File: src/rtl/tlbx_pkg.sv
// Package: shared widths, access kinds, rights record, entry record and
// cause codes for the ring-qualified translation lookup.
// Assumes a 32-bit address space on both virtual and physical sides.
package tlbx_pkg;

    localparam int ADDR_W   = 32;
    localparam int ASID_W   = 8;
    localparam int RING_CNT = 4;
    localparam int RING_W   = 2;
    localparam int ATTR_W   = 4;
    localparam int CAUSE_W  = 6;

    typedef enum logic [1:0] {
        ACC_LOAD  = 2'd0,
        ACC_STORE = 2'd1,
        ACC_FETCH = 2'd2,
        ACC_RSVD  = 2'd3
    } acc_kind_e;

    typedef enum logic [1:0] {
        CM_BYPASS  = 2'd0,
        CM_WBACK   = 2'd1,
        CM_WTHRU   = 2'd2,
        CM_ISOLATE = 2'd3
    } cache_mode_e;

    typedef struct packed {
        logic        rd;
        logic        wr;
        logic        ex;
        cache_mode_e cache;
    } rights_t;

    typedef struct packed {
        logic [ADDR_W-1:0] vpage;
        logic [ADDR_W-1:0] ppage;
        logic [ASID_W-1:0] asid;
        logic [ATTR_W-1:0] attr;
    } tlb_entry_t;

    localparam logic [CAUSE_W-1:0] CAUSE_OK         = 6'd0;
    localparam logic [CAUSE_W-1:0] CAUSE_I_MISS     = 6'd16;
    localparam logic [CAUSE_W-1:0] CAUSE_I_MULTI    = 6'd17;
    localparam logic [CAUSE_W-1:0] CAUSE_I_PRIV     = 6'd18;
    localparam logic [CAUSE_W-1:0] CAUSE_I_DENY     = 6'd20;
    localparam logic [CAUSE_W-1:0] CAUSE_D_MISS     = 6'd24;
    localparam logic [CAUSE_W-1:0] CAUSE_D_MULTI    = 6'd25;
    localparam logic [CAUSE_W-1:0] CAUSE_D_PRIV     = 6'd26;
    localparam logic [CAUSE_W-1:0] CAUSE_LOAD_DENY  = 6'd28;
    localparam logic [CAUSE_W-1:0] CAUSE_STORE_DENY = 6'd29;

endpackage

File: src/rtl/tlbx_way.sv
// Module: one way of the translation buffer.
// Holds ENTRIES entries of one page size, selects an entry with the address
// bits just above the page offset, and reports whether its page tag matches
// and its identifier is nonzero. Assumes ENTRIES is a power of two.
module tlbx_way
    import tlbx_pkg::*;
#(
    parameter int ENTRIES    = 4,
    parameter int PAGE_SHIFT = 12,
    localparam int IDX_W     = (ENTRIES > 1) ? $clog2(ENTRIES) : 1
) (
    input  logic              clk,
    input  logic              rst_n,
    input  logic              wr_en,
    input  logic [IDX_W-1:0]  wr_idx,
    input  tlb_entry_t        wr_data,
    input  logic [ADDR_W-1:0] lk_vaddr,
    output tlb_entry_t        lk_entry,
    output logic              lk_tag_eq,
    output logic [ADDR_W-1:0] lk_off_mask
);

    localparam logic [ADDR_W-1:0] OFF_MASK = (ADDR_W'(1) << PAGE_SHIFT) - ADDR_W'(1);

    tlb_entry_t       slots [ENTRIES];
    logic [IDX_W-1:0] lk_idx;

    // Entry storage: cleared to unused on reset, one entry written per cycle.
    always_ff @(posedge clk) begin
        if (!rst_n) begin
            for (int i = 0; i < ENTRIES; i++) begin
                slots[i] <= '0;
            end
        end else if (wr_en) begin
            slots[wr_idx] <= wr_data;
        end
    end

    // Index selection and tag comparison for the current lookup address.
    always_comb begin
        lk_idx      = lk_vaddr[PAGE_SHIFT +: IDX_W];
        lk_entry    = slots[lk_idx];
        lk_off_mask = OFF_MASK;
        lk_tag_eq   = (lk_entry.vpage == (lk_vaddr & ~OFF_MASK))
                    && (lk_entry.asid != '0);
    end

endmodule

File: src/rtl/tlbx_ring_map.sv
// Module: maps an address-space identifier to a privilege ring by searching
// the four bytes of the ring register; the lowest matching byte wins.
// Purely combinational.
module tlbx_ring_map
    import tlbx_pkg::*;
(
    input  logic [ASID_W-1:0]          asid,
    input  logic [RING_CNT*ASID_W-1:0] ring_asids,
    output logic [RING_W-1:0]          ring,
    output logic                       found
);

    // Scan from the highest ring down so the lowest match is left standing.
    always_comb begin
        ring  = '0;
        found = 1'b0;
        for (int r = RING_CNT - 1; r >= 0; r--) begin
            if (ring_asids[r*ASID_W +: ASID_W] == asid) begin
                ring  = RING_W'(r);
                found = 1'b1;
            end
        end
    end

endmodule

File: src/rtl/tlbx_rights.sv
// Module: decodes an entry attribute into access rights and cache mode,
// removes the rights that do not belong to the access side, and reports
// whether the requested access kind is allowed. Combinational.
module tlbx_rights
    import tlbx_pkg::*;
(
    input  logic [ATTR_W-1:0] attr,
    input  acc_kind_e         kind,
    output rights_t           rights,
    output logic              granted
);

    rights_t raw;

    // Attribute decode: low attributes give read plus optional exec/write.
    always_comb begin
        raw = '0;
        if (attr < 4'd12) begin
            raw.rd = 1'b1;
            raw.ex = attr[0];
            raw.wr = attr[1];
            unique case (attr[3:2])
                2'd0:    raw.cache = CM_BYPASS;
                2'd1:    raw.cache = CM_WBACK;
                default: raw.cache = CM_WTHRU;
            endcase
        end else if (attr == 4'd13) begin
            raw.rd    = 1'b1;
            raw.wr    = 1'b1;
            raw.cache = CM_ISOLATE;
        end
    end

    // Side masking and permission test for the requested access kind.
    always_comb begin
        rights = raw;
        if (kind == ACC_FETCH) begin
            rights.rd = 1'b0;
            rights.wr = 1'b0;
        end else begin
            rights.ex = 1'b0;
        end
        unique case (kind)
            ACC_FETCH: granted = rights.ex;
            ACC_STORE: granted = rights.wr;
            default:   granted = rights.rd;
        endcase
    end

endmodule

File: src/rtl/tlbx_lookup.sv
// Module: ring-qualified translation lookup with access check (top).
// Looks a virtual address up in NUM_WAYS ways, qualifies each tag match by
// the ring register, ranks miss / multi-hit / privilege / access faults and
// registers cause, physical address and rights one cycle after req_valid.
// Assumes WAY_SHIFTS packs one 5-bit page shift per way, way 0 lowest.
module tlbx_lookup
    import tlbx_pkg::*;
#(
    parameter int                      NUM_WAYS   = 4,
    parameter int                      ENTRIES    = 4,
    parameter logic [NUM_WAYS*5-1:0]   WAY_SHIFTS = {5'd20, 5'd16, 5'd12, 5'd12},
    localparam int WAY_W = (NUM_WAYS > 1) ? $clog2(NUM_WAYS) : 1,
    localparam int IDX_W = (ENTRIES > 1) ? $clog2(ENTRIES) : 1
) (
    input  logic                       clk,
    input  logic                       rst_n,
    input  logic                       ring_wr_en,
    input  logic [RING_CNT*ASID_W-1:0] ring_wr_data,
    input  logic                       ent_wr_en,
    input  logic [WAY_W-1:0]           ent_wr_way,
    input  logic [IDX_W-1:0]           ent_wr_idx,
    input  logic [ADDR_W-1:0]          ent_wr_vpage,
    input  logic [ADDR_W-1:0]          ent_wr_ppage,
    input  logic [ASID_W-1:0]          ent_wr_asid,
    input  logic [ATTR_W-1:0]          ent_wr_attr,
    input  logic                       req_valid,
    input  logic [1:0]                 req_kind,
    input  logic [RING_W-1:0]          req_priv,
    input  logic [ADDR_W-1:0]          req_vaddr,
    output logic                       rsp_valid,
    output logic [CAUSE_W-1:0]         rsp_cause,
    output logic [ADDR_W-1:0]          rsp_paddr,
    output logic                       rsp_read,
    output logic                       rsp_write,
    output logic                       rsp_exec,
    output logic [1:0]                 rsp_cache
);

    localparam int CNT_W = $clog2(NUM_WAYS + 1);
    localparam logic [RING_CNT*ASID_W-1:0] RING_RESET = 32'h0403_0201;

    logic [RING_CNT*ASID_W-1:0] ring_asids_q;
    tlb_entry_t                 wr_data;
    tlb_entry_t                 way_ent  [NUM_WAYS];
    logic [ADDR_W-1:0]          way_mask [NUM_WAYS];
    logic [RING_W-1:0]          way_ring [NUM_WAYS];
    logic [NUM_WAYS-1:0]        way_tag_eq;
    logic [NUM_WAYS-1:0]        way_ring_ok;
    logic [NUM_WAYS-1:0]        way_hit;

    logic [CNT_W-1:0]  hit_cnt;
    logic [RING_W-1:0] sel_ring;
    logic [ATTR_W-1:0] sel_attr;
    logic [ADDR_W-1:0] sel_ppage;
    logic [ADDR_W-1:0] sel_mask;
    acc_kind_e         kind;
    rights_t           side_rights;
    logic              side_granted;
    logic [CAUSE_W-1:0] cause_n;
    rights_t           rights_n;
    logic [ADDR_W-1:0] paddr_n;

    assign kind    = acc_kind_e'(req_kind);
    assign wr_data = '{vpage: ent_wr_vpage, ppage: ent_wr_ppage,
                       asid: ent_wr_asid, attr: ent_wr_attr};

    // Ring register: reset to its fixed pattern, replaced whole on a write.
    always_ff @(posedge clk) begin
        if (!rst_n) begin
            ring_asids_q <= RING_RESET;
        end else if (ring_wr_en) begin
            ring_asids_q <= ring_wr_data;
        end
    end

    // One storage way and one ring lookup per way.
    for (genvar w = 0; w < NUM_WAYS; w++) begin : g_way
        localparam int SHIFT = int'(WAY_SHIFTS[w*5 +: 5]);

        tlbx_way #(
            .ENTRIES    (ENTRIES),
            .PAGE_SHIFT (SHIFT)
        ) u_way (
            .clk         (clk),
            .rst_n       (rst_n),
            .wr_en       (ent_wr_en && (ent_wr_way == WAY_W'(w))),
            .wr_idx      (ent_wr_idx),
            .wr_data     (wr_data),
            .lk_vaddr    (req_vaddr),
            .lk_entry    (way_ent[w]),
            .lk_tag_eq   (way_tag_eq[w]),
            .lk_off_mask (way_mask[w])
        );

        tlbx_ring_map u_ring (
            .asid       (way_ent[w].asid),
            .ring_asids (ring_asids_q),
            .ring       (way_ring[w]),
            .found      (way_ring_ok[w])
        );

        assign way_hit[w] = way_tag_eq[w] & way_ring_ok[w];
    end

    // Hit count and OR-merge of the hitting way's fields.
    always_comb begin
        hit_cnt   = '0;
        sel_ring  = '0;
        sel_attr  = '0;
        sel_ppage = '0;
        sel_mask  = '0;
        for (int w = 0; w < NUM_WAYS; w++) begin
            if (way_hit[w]) begin
                hit_cnt   = hit_cnt + CNT_W'(1);
                sel_ring  = sel_ring  | way_ring[w];
                sel_attr  = sel_attr  | way_ent[w].attr;
                sel_ppage = sel_ppage | way_ent[w].ppage;
                sel_mask  = sel_mask  | way_mask[w];
            end
        end
    end

    tlbx_rights u_rights (
        .attr    (sel_attr),
        .kind    (kind),
        .rights  (side_rights),
        .granted (side_granted)
    );

    // Fault ranking: miss, multi-hit, privilege, then access right.
    always_comb begin
        rights_n = '0;
        paddr_n  = sel_ppage | (req_vaddr & sel_mask);
        if (hit_cnt == '0) begin
            cause_n = (kind == ACC_FETCH) ? CAUSE_I_MISS : CAUSE_D_MISS;
        end else if (hit_cnt > CNT_W'(1)) begin
            cause_n = (kind == ACC_FETCH) ? CAUSE_I_MULTI : CAUSE_D_MULTI;
        end else if (sel_ring < req_priv) begin
            cause_n = (kind == ACC_FETCH) ? CAUSE_I_PRIV : CAUSE_D_PRIV;
        end else begin
            rights_n = side_rights;
            if (side_granted) begin
                cause_n = CAUSE_OK;
            end else if (kind == ACC_FETCH) begin
                cause_n = CAUSE_I_DENY;
            end else if (kind == ACC_STORE) begin
                cause_n = CAUSE_STORE_DENY;
            end else begin
                cause_n = CAUSE_LOAD_DENY;
            end
        end
    end

    // Response registers; the address only moves on a successful lookup.
    always_ff @(posedge clk) begin
        if (!rst_n) begin
            rsp_valid <= 1'b0;
            rsp_cause <= '0;
            rsp_paddr <= '0;
            rsp_read  <= 1'b0;
            rsp_write <= 1'b0;
            rsp_exec  <= 1'b0;
            rsp_cache <= '0;
        end else begin
            rsp_valid <= req_valid;
            if (req_valid) begin
                rsp_cause <= cause_n;
                rsp_read  <= rights_n.rd;
                rsp_write <= rights_n.wr;
                rsp_exec  <= rights_n.ex;
                rsp_cache <= rights_n.cache;
                if (cause_n == CAUSE_OK) begin
                    rsp_paddr <= paddr_n;
                end
            end
        end
    end

    // ---------------- assertions ----------------
    assert_valid_follows_R9: assert property (@(posedge clk) disable iff (!rst_n)
        req_valid |=> rsp_valid);

    assert_idle_follows_R9: assert property (@(posedge clk) disable iff (!rst_n)
        !req_valid |=> !rsp_valid);

    assert_paddr_hold_R9: assert property (@(posedge clk) disable iff (!rst_n)
        (rsp_valid && rsp_cause != CAUSE_OK) |-> $stable(rsp_paddr));

    assert_fetch_no_rw_R7: assert property (@(posedge clk) disable iff (!rst_n)
        (rsp_valid && $past(req_kind) == 2'd2) |-> (!rsp_read && !rsp_write));

    assert_data_no_exec_R7: assert property (@(posedge clk) disable iff (!rst_n)
        (rsp_valid && $past(req_kind) != 2'd2) |-> !rsp_exec);

    assert_success_has_right_R6: assert property (@(posedge clk) disable iff (!rst_n)
        (rsp_valid && rsp_cause == CAUSE_OK) |-> (rsp_read || rsp_write || rsp_exec));

    assert_fault_clears_rights_R10: assert property (@(posedge clk) disable iff (!rst_n)
        (rsp_valid && (rsp_cause == CAUSE_I_MISS || rsp_cause == CAUSE_D_MISS ||
                       rsp_cause == CAUSE_I_MULTI || rsp_cause == CAUSE_D_MULTI ||
                       rsp_cause == CAUSE_I_PRIV || rsp_cause == CAUSE_D_PRIV))
        |-> (!rsp_read && !rsp_write && !rsp_exec && rsp_cache == 2'd0));

endmodule

File: config.mk
export PLATFORM = sky130hd
export DESIGN_NAME = tlbx_lookup
export DESIGN_NICKNAME = d
export VERILOG_FILES = /design/src/rtl/tlbx_pkg.sv /design/src/rtl/tlbx_way.sv /design/src/rtl/tlbx_ring_map.sv /design/src/rtl/tlbx_rights.sv /design/src/rtl/tlbx_lookup.sv
export SDC_FILE = /design/constraint.sdc
export NUM_CORES = 2
export LEC_CHECK = 0
export ABC_AREA = 1
export BUFFER_PORTS_ARGS = -buffer_cell sky130_fd_sc_hd__buf_2
export CORE_ASPECT_RATIO = 0.5
export CORE_UTILIZATION = 49
export DETAILED_ROUTE_END_ITERATION = 16
export HOLD_SLACK_MARGIN = 0.12
export PLACE_DENSITY = 0.75
export SYNTH_ARGS = -nofsm -noshare
export SYNTH_HDL_FRONTEND = slang
export SYNTH_SLANG_ARGS = --single-unit
export TNS_END_PERCENT = 50
File: constraint.sdc
create_clock -name clk -period 7.2 [get_ports clk]
set_clock_uncertainty 0.1 [all_clocks]
set_input_delay 0.72 -clock clk [delete_from_list [all_inputs] [get_ports clk]]
set_output_delay 0.72 -clock clk [all_outputs]
set_load 0.005 [all_outputs]
After elaboration in Yosys (flattened, before gate mapping)
Memories as Yosys holds them, arrays and structs flattened.
Cells that the tools add are included.
{ "totals": {"ff_bits": 76, "latch_bits": 0, "ram_bits": 1216, "romBits": 0, "inputBits": 153, "out_inout_bits": 44, "elab_cells": 178, "memories": 4} }
{ "mem_list": {"columns": ["name", "depth", "word_bits", "read_ports", "rd_ports_with_merged_regs", "wr", "line_no", "text"], "rows": [
  ["g_way[0].u_way.slots", 4, 76, 1, 0, 4, "tlbx_way.sv:25", "tlb_entry_t slots [ENTRIES];"],
  ["g_way[1].u_way.slots", 4, 76, 1, 0, 4, "tlbx_way.sv:25", null],
  ["g_way[2].u_way.slots", 4, 76, 1, 0, 4, "tlbx_way.sv:25", null],
  ["g_way[3].u_way.slots", 4, 76, 1, 0, 4, "tlbx_way.sv:25", null]
]} }
{ "classes": {"n_addsub": 3, "mul": 0, "div_mod_pow": 0, "magnitude_cmp": 3, "eq_ne": 27, "shifts": 0, "n_mux": 97, "bitwise_logic": 15, "n_reduce_logical": 21} }
{ "ops": {"columns": ["operator", "n"], "rows": [
  ["2-to-1 mux 76 bit", 4],
  ["OR reduction 76 bit", 4],
  ["== test 32 bit", 4],
  ["== test 8 bit", 16],
  ["2-to-1 mux 32 bit", 4],
  ["bitwise OR 32 bit", 4],
  ["2-to-1 mux 2 bit", 29],
  ["2-to-1 mux 1 bit", 37],
  ["2-to-1 mux 5 bit", 7],
  ["AND 32 bit", 1],
  ["2-to-1 mux 4 bit", 8],
  ["nonzero test 8 bit", 4],
  ["2-to-1 mux 12 bit", 2],
  ["2-to-1 mux 20 bit", 1],
  ["2-to-1 mux 16 bit", 1],
  ["bitwise OR 4 bit", 3],
  ["logical AND 1 bit", 8],
  ["adder 3 x 1 -> 3 bit (second input constant)", 2],
  ["== test 2 x 1 -> 1 bit (second input constant)", 3],
  ["== test 2 bit (second input constant)", 3],
  ["zero test 6 bit", 1],
  ["2-to-1 mux 3 bit", 2],
  ["bitwise OR 2 bit", 3],
  ["AND 1 bit", 4],
  ["other kinds (10)", 11]
]} }

Longest topological paths before layout
An unclocked memory read counts as a cell.
{ "logic_depth": {"depth_word": 25, "mapped_depth": 33, "mapped_depth_nobuf": 29} }

Cells and area by module
From an unflattened synthesis, not the netlist that was laid out.
{ "hier_totals": {"hier_cells": 7180, "hier_area_um2": 63991.4} }
{ "by_module_without_submodules": {"columns": ["module", "instances", "cells_each", "area_per_inst_um2", "seq_area_each_um2"], "rows": [
  ["tlbx_way (g_way[2].u_way)", 1, 1409, 14014.7, 9128.8],
  ["tlbx_way (g_way[0].u_way)", 1, 1415, 13987.2, 9128.8],
  ["tlbx_way (g_way[1].u_way)", 1, 1415, 13979.7, 9128.8],
  ["tlbx_way (g_way[3].u_way)", 1, 1393, 13895.8, 9128.8],
  ["tlbx_lookup", 1, 1022, 5693.0, 1501.4],
  ["tlbx_ring_map", 4, 126, 571.8, 0.0],
  ["tlbx_rights", 1, 22, 133.9, 0.0]
]} }

Worst setup path before layout
OpenSTA, ideal clock, no wires.
{ "synth_timing": {"kind": "in2reg", "startpoint": "input port ent_wr_idx[0]", "endpoint": "memory g_way[0].u_way.slots[2][0] in the netlist's numbering (enable)", "setup_ns": 0.615, "t_arrival_ns": 6.438, "t_required_ns": 6.485, "slack_ns": 0.047, "path_stages": 4, "path_buffers": 1, "cell_sequence": "inv_1 nand2_1 clkbuf_1 o21ai_0"} }
{ "synth_lines": {"columns": ["element", "line_no", "text"], "rows": [
  ["start, declared", "tlbx_lookup.sv:21", "input logic [IDX_W-1:0] ent_wr_idx,"],
  ["end, declared", "tlbx_way.sv:25", null]
]} }

Worst setup path in the final report
{ "layout_timing": {"startpoint": "input port req_vaddr[12]", "endpoint": "register rsp_paddr[23]"} }
{ "layout_via": {"elab_chain_cells": 25, "elab_cells_between_ends": 80, "classes_between": "3 x add/sub; 3 x order compare; 11 x eq/ne; 42 x mux; 12 x bitwise; 7 x reduce/logical; 2 x memory"} }
{ "layout_rtl": {"columns": ["element", "line_no", "text"], "rows": [
  ["start, declared", "tlbx_lookup.sv:29", "input logic [ADDR_W-1:0] req_vaddr,"],
  ["parallel branches: the longest is 25 deep, another holds memory (4 x 76 bit)", null, null],
  ["end signal, assigned", "tlbx_lookup.sv:173", "rsp_paddr <= paddr_n;"],
  ["end, declared", "tlbx_lookup.sv:32", "output logic [ADDR_W-1:0] rsp_paddr,"]
]} }
Parallel ways; which one is timed is not known.
A chain may end at the register's enable or synchronous reset.

==> metrics.md <==
| Metric | Value |
|---|---|
| Status | finished, final reports clean |
| DR iter-0 viols | 6951 |
| Lkg Pwr | 24.8 nW |
| Reg clk slew, reported paths | 0.06 ns |
| Vias | 46586 |
| Tcrit/Tclk final | 74.8% |
| Diodes inserted | 0 |
| Avg Cell Area, Syn | 9.69 sq um |
| Initial Utilization | 49.8% |
| Tmin final | 5.39 ns |
| Max-cap violations | 0 |
| Remaining Overflow, GRT | 0 |
| Io pins | 197 |
| Critical Path End Type | register |
| Max VDD drop | 0.190 mV |
| Synthesis-to-layout area growth | 9.56% |
| Global routing usage on met2 | 45.5% |
| Worst-case reg-to-reg path depth | 24 |
| Syn Nets | 6261 |
| Tot GR Track Use | 29.3% |
| Initial antenna violation count | 5 |
| Share of cells above drive strength 1 | 8.88% |
| Hold_buf cts | 0 |
| Pre-Repair DR Iteration Count | 6 |
| Fin. max-slew vios | 0 |
| Post-CTS Setup Bufs | 0 |
| Most frequent cells in the layout | nor2_1, nand2_1, edfxtp_1 |
| Number of distinct library cells after synthesis | 49 |
| Hold path cells | 3 |
| CTS Sinks | 1291 |
| EDFF count, synth | 1216 |
| Setup crit start | req_vaddr[12] |
| Arrival time worst endpoint | 5.97 ns |
| Vias in the first global route | 43146 |
| Reg-to-reg startpoint | g_way[0].u_way.slots[2][48] |
| Post-synthesis cell area | 59100 sq um |
| Main synth FF type | edfxtp_1 |
| RSZ-0062 raised after global routing | no |
| Post-Synthesis Cells | 6102 |
| Highest Clock Rate | 186 MHz |
| Filler Cells Inserted | 10023 |
| Commonest non-fill, non-tap cell in the layout | nor2_1 |
| Async S/R FF share, synth | 0% |
| Worst EP required | 7.78 ns |
| Final GP Congestion | 0.973 |
| Final design area excluding fillers | 64800 sq um |
| Worst slew margin | 19.7% |
| Clock root cell | clkbuf_16 |
| DIE WIDTH | 493 microns |
| Core area | 119000 sq um |
| Core Rows | 89 |
| Crit path launch type | input port |
| Clock latency on the worst-skew pair | 0.75 ns |
| Post-cts resize count | 0 |
| Nets@finish | 6202 |
| Cts bufs inserted | 114 |
| Yosys warns | 0 |
| PD cells | 254 nW/um^2 |
| Largest net degree at the start of global routing | 196 |
| Post-Route WL | 182000 microns |
| WL/cell | 23.5 microns |
| First-pass GRT wire length | 268000 microns |
| CTS tree | yes |
| Worst hold slack | 0.145 ns |
| IO Port Bufs | 195 |
| Setup_tns | 0 ns |
| Seq cells post-synth | 1291 |
| Clock H-tree levels | 3 |
| Final hold vios | 0 |
| Most Used Layer, Global Route | met2 |
| Placed Area | 61100 sq um |
| Post-DP HPWL | 105000 microns |
| Met1 GRT Util | 40.5% |
| Die Area | 122000 sq um |
| CP Max Fanout | 178 |
| Met3 Track Usage GR | 5.67% |
| Routed vias/inst | 6.03 |
| Final setup violation count | 0 |
| Hold Path Class | input port to register |
| Crit Path Class | input port to register |
| Seq/Total Area, Yosys | 64.3% |
| Clk buf depth | 3 |
| Residual DRC | 0 |
| HP Start | ring_wr_data[17] |
| Post-route ant nets | 0 |
| Worst slew pin tran | 1.20 ns |
| Die span in y | 248 microns |
area by class of cell:
| cell class | count | area, sq um | area share, % |
|---|---|---|---|
| Clock buffer | 140 | 2990 | 4.62 |
| Clock inverter | 72 | 681 | 1.05 |
| Inverter | 267 | 1040 | 1.61 |
| Multi-Input combinational cell | 4103 | 18400 | 28.4 |
| Sequential cell | 1291 | 38000 | 58.7 |
| Tap cell | 1592 | 1990 | 3.07 |
| Timing Repair Buffer | 266 | 1630 | 2.52 |
stage by stage:
stage	utilization [%]	setup slack, ns	power [mW]	instances
after floorplan	-	0.0467	9.88	6102
after CTS	54.5	1.99	16.4	7731
after detailed placement	51.4	1.32	10.4	7519
final	54.5	1.81	16.4	7731
after global routing	54.5	1.47	16.9	7731
after global placement	51.4	1.46	10.4	7519
path summary, 6_finish.rpt:
check,to,slack (ns)
worst min-delay path,ring_asids_q[17],0.14
worst max register to register,rsp_paddr[23],2.42
worst max-delay path,rsp_paddr[23],1.81
worst min register to register,rsp_cause[3],0.36
registers in the layout (all words and copies together), names as in the netlist:
signal and cells:
g_way.u_way.slots 1216, ring_asids_q 32, rsp_paddr 32, rsp_cause 5, rsp_cache 2, rsp_exec 1
rsp_read 1, rsp_valid 1, rsp_write 1
layer usage:
metal  wire length, microns  up-vias
met4                   8720        8
met2                  80200     3310
li1                       -    20610
met1                  68700    22142
met3                  24200      516
met5                     50        -
cell usage after synthesis, types with 18 or more instances:
master    instances  area (sq um)
dfxtp_1          75          1500
a221oi_1         18           158
buf_2            40           200
clkbuf_1        339          1270
o22ai_1         108           676
nand3_2          34           340
a32o_1           41           410
nor3_1          334          1670
o21ai_0         244          1220
edfxtp_1       1216         36500
a22o_1           24           210
buf_4            26           195
buf_1            24          90.1
nor2_1         1414          5310
nand4_1          47           294
nand3_1         379          1900
inv_2            31           116
a21oi_1         114           571
inv_1           230           863
nand2_1        1264          4740
critical path: stages:
cell	delay (ns)
clkbuf_8	0.22
inv_8	0.79
nand2_1	0.13
nand3_1	0.22
nand2_1	0.16
nand2_1	0.14
nor2_1	0.11
nand2_1	0.12
nand2_1	0.06
inv_1	0.05
nand2_1	0.05
nor2_2	0.47
nand2_1	0.13
buf_4	0.24
inv_1	0.10
ha_1	0.23
inv_1	0.11
nand2_1	0.08
nand2_1	0.09
inv_1	0.04
ha_1	0.31
mux2i_4	0.19
nand3_2	0.12
nor2_4	0.15
nand3_4	0.36
nand2_1	0.26
inv_2	0.04
nor2_1	0.08
cell families (layout without fill, tap and decap cells):
logic type | after synthesis | count (layout) | synth area share [%]
buffers and inverters | 708 | 745 | 4.91
AND/OR/NAND/NOR | 3508 | 3508 | 24.6
AO/OA/AOI/OAI | 569 | 569 | 5.73
other | 1 | 1 | 0.00634
multiplexers | 1 | 1 | 0.0381
adder cells (fa/ha/maj) | 6 | 6 | 0.127
XOR/XNOR | 18 | 18 | 0.298
flip-flops | 1291 | 1291 | 64.3
power breakdown:
part | switching [mW] | internal [mW]
Combinational | 1.16 | 0.355
Sequential | 0.136 | 8.64
Clock | 2.81 | 3.35
Power figures use the tool's default switching activity.
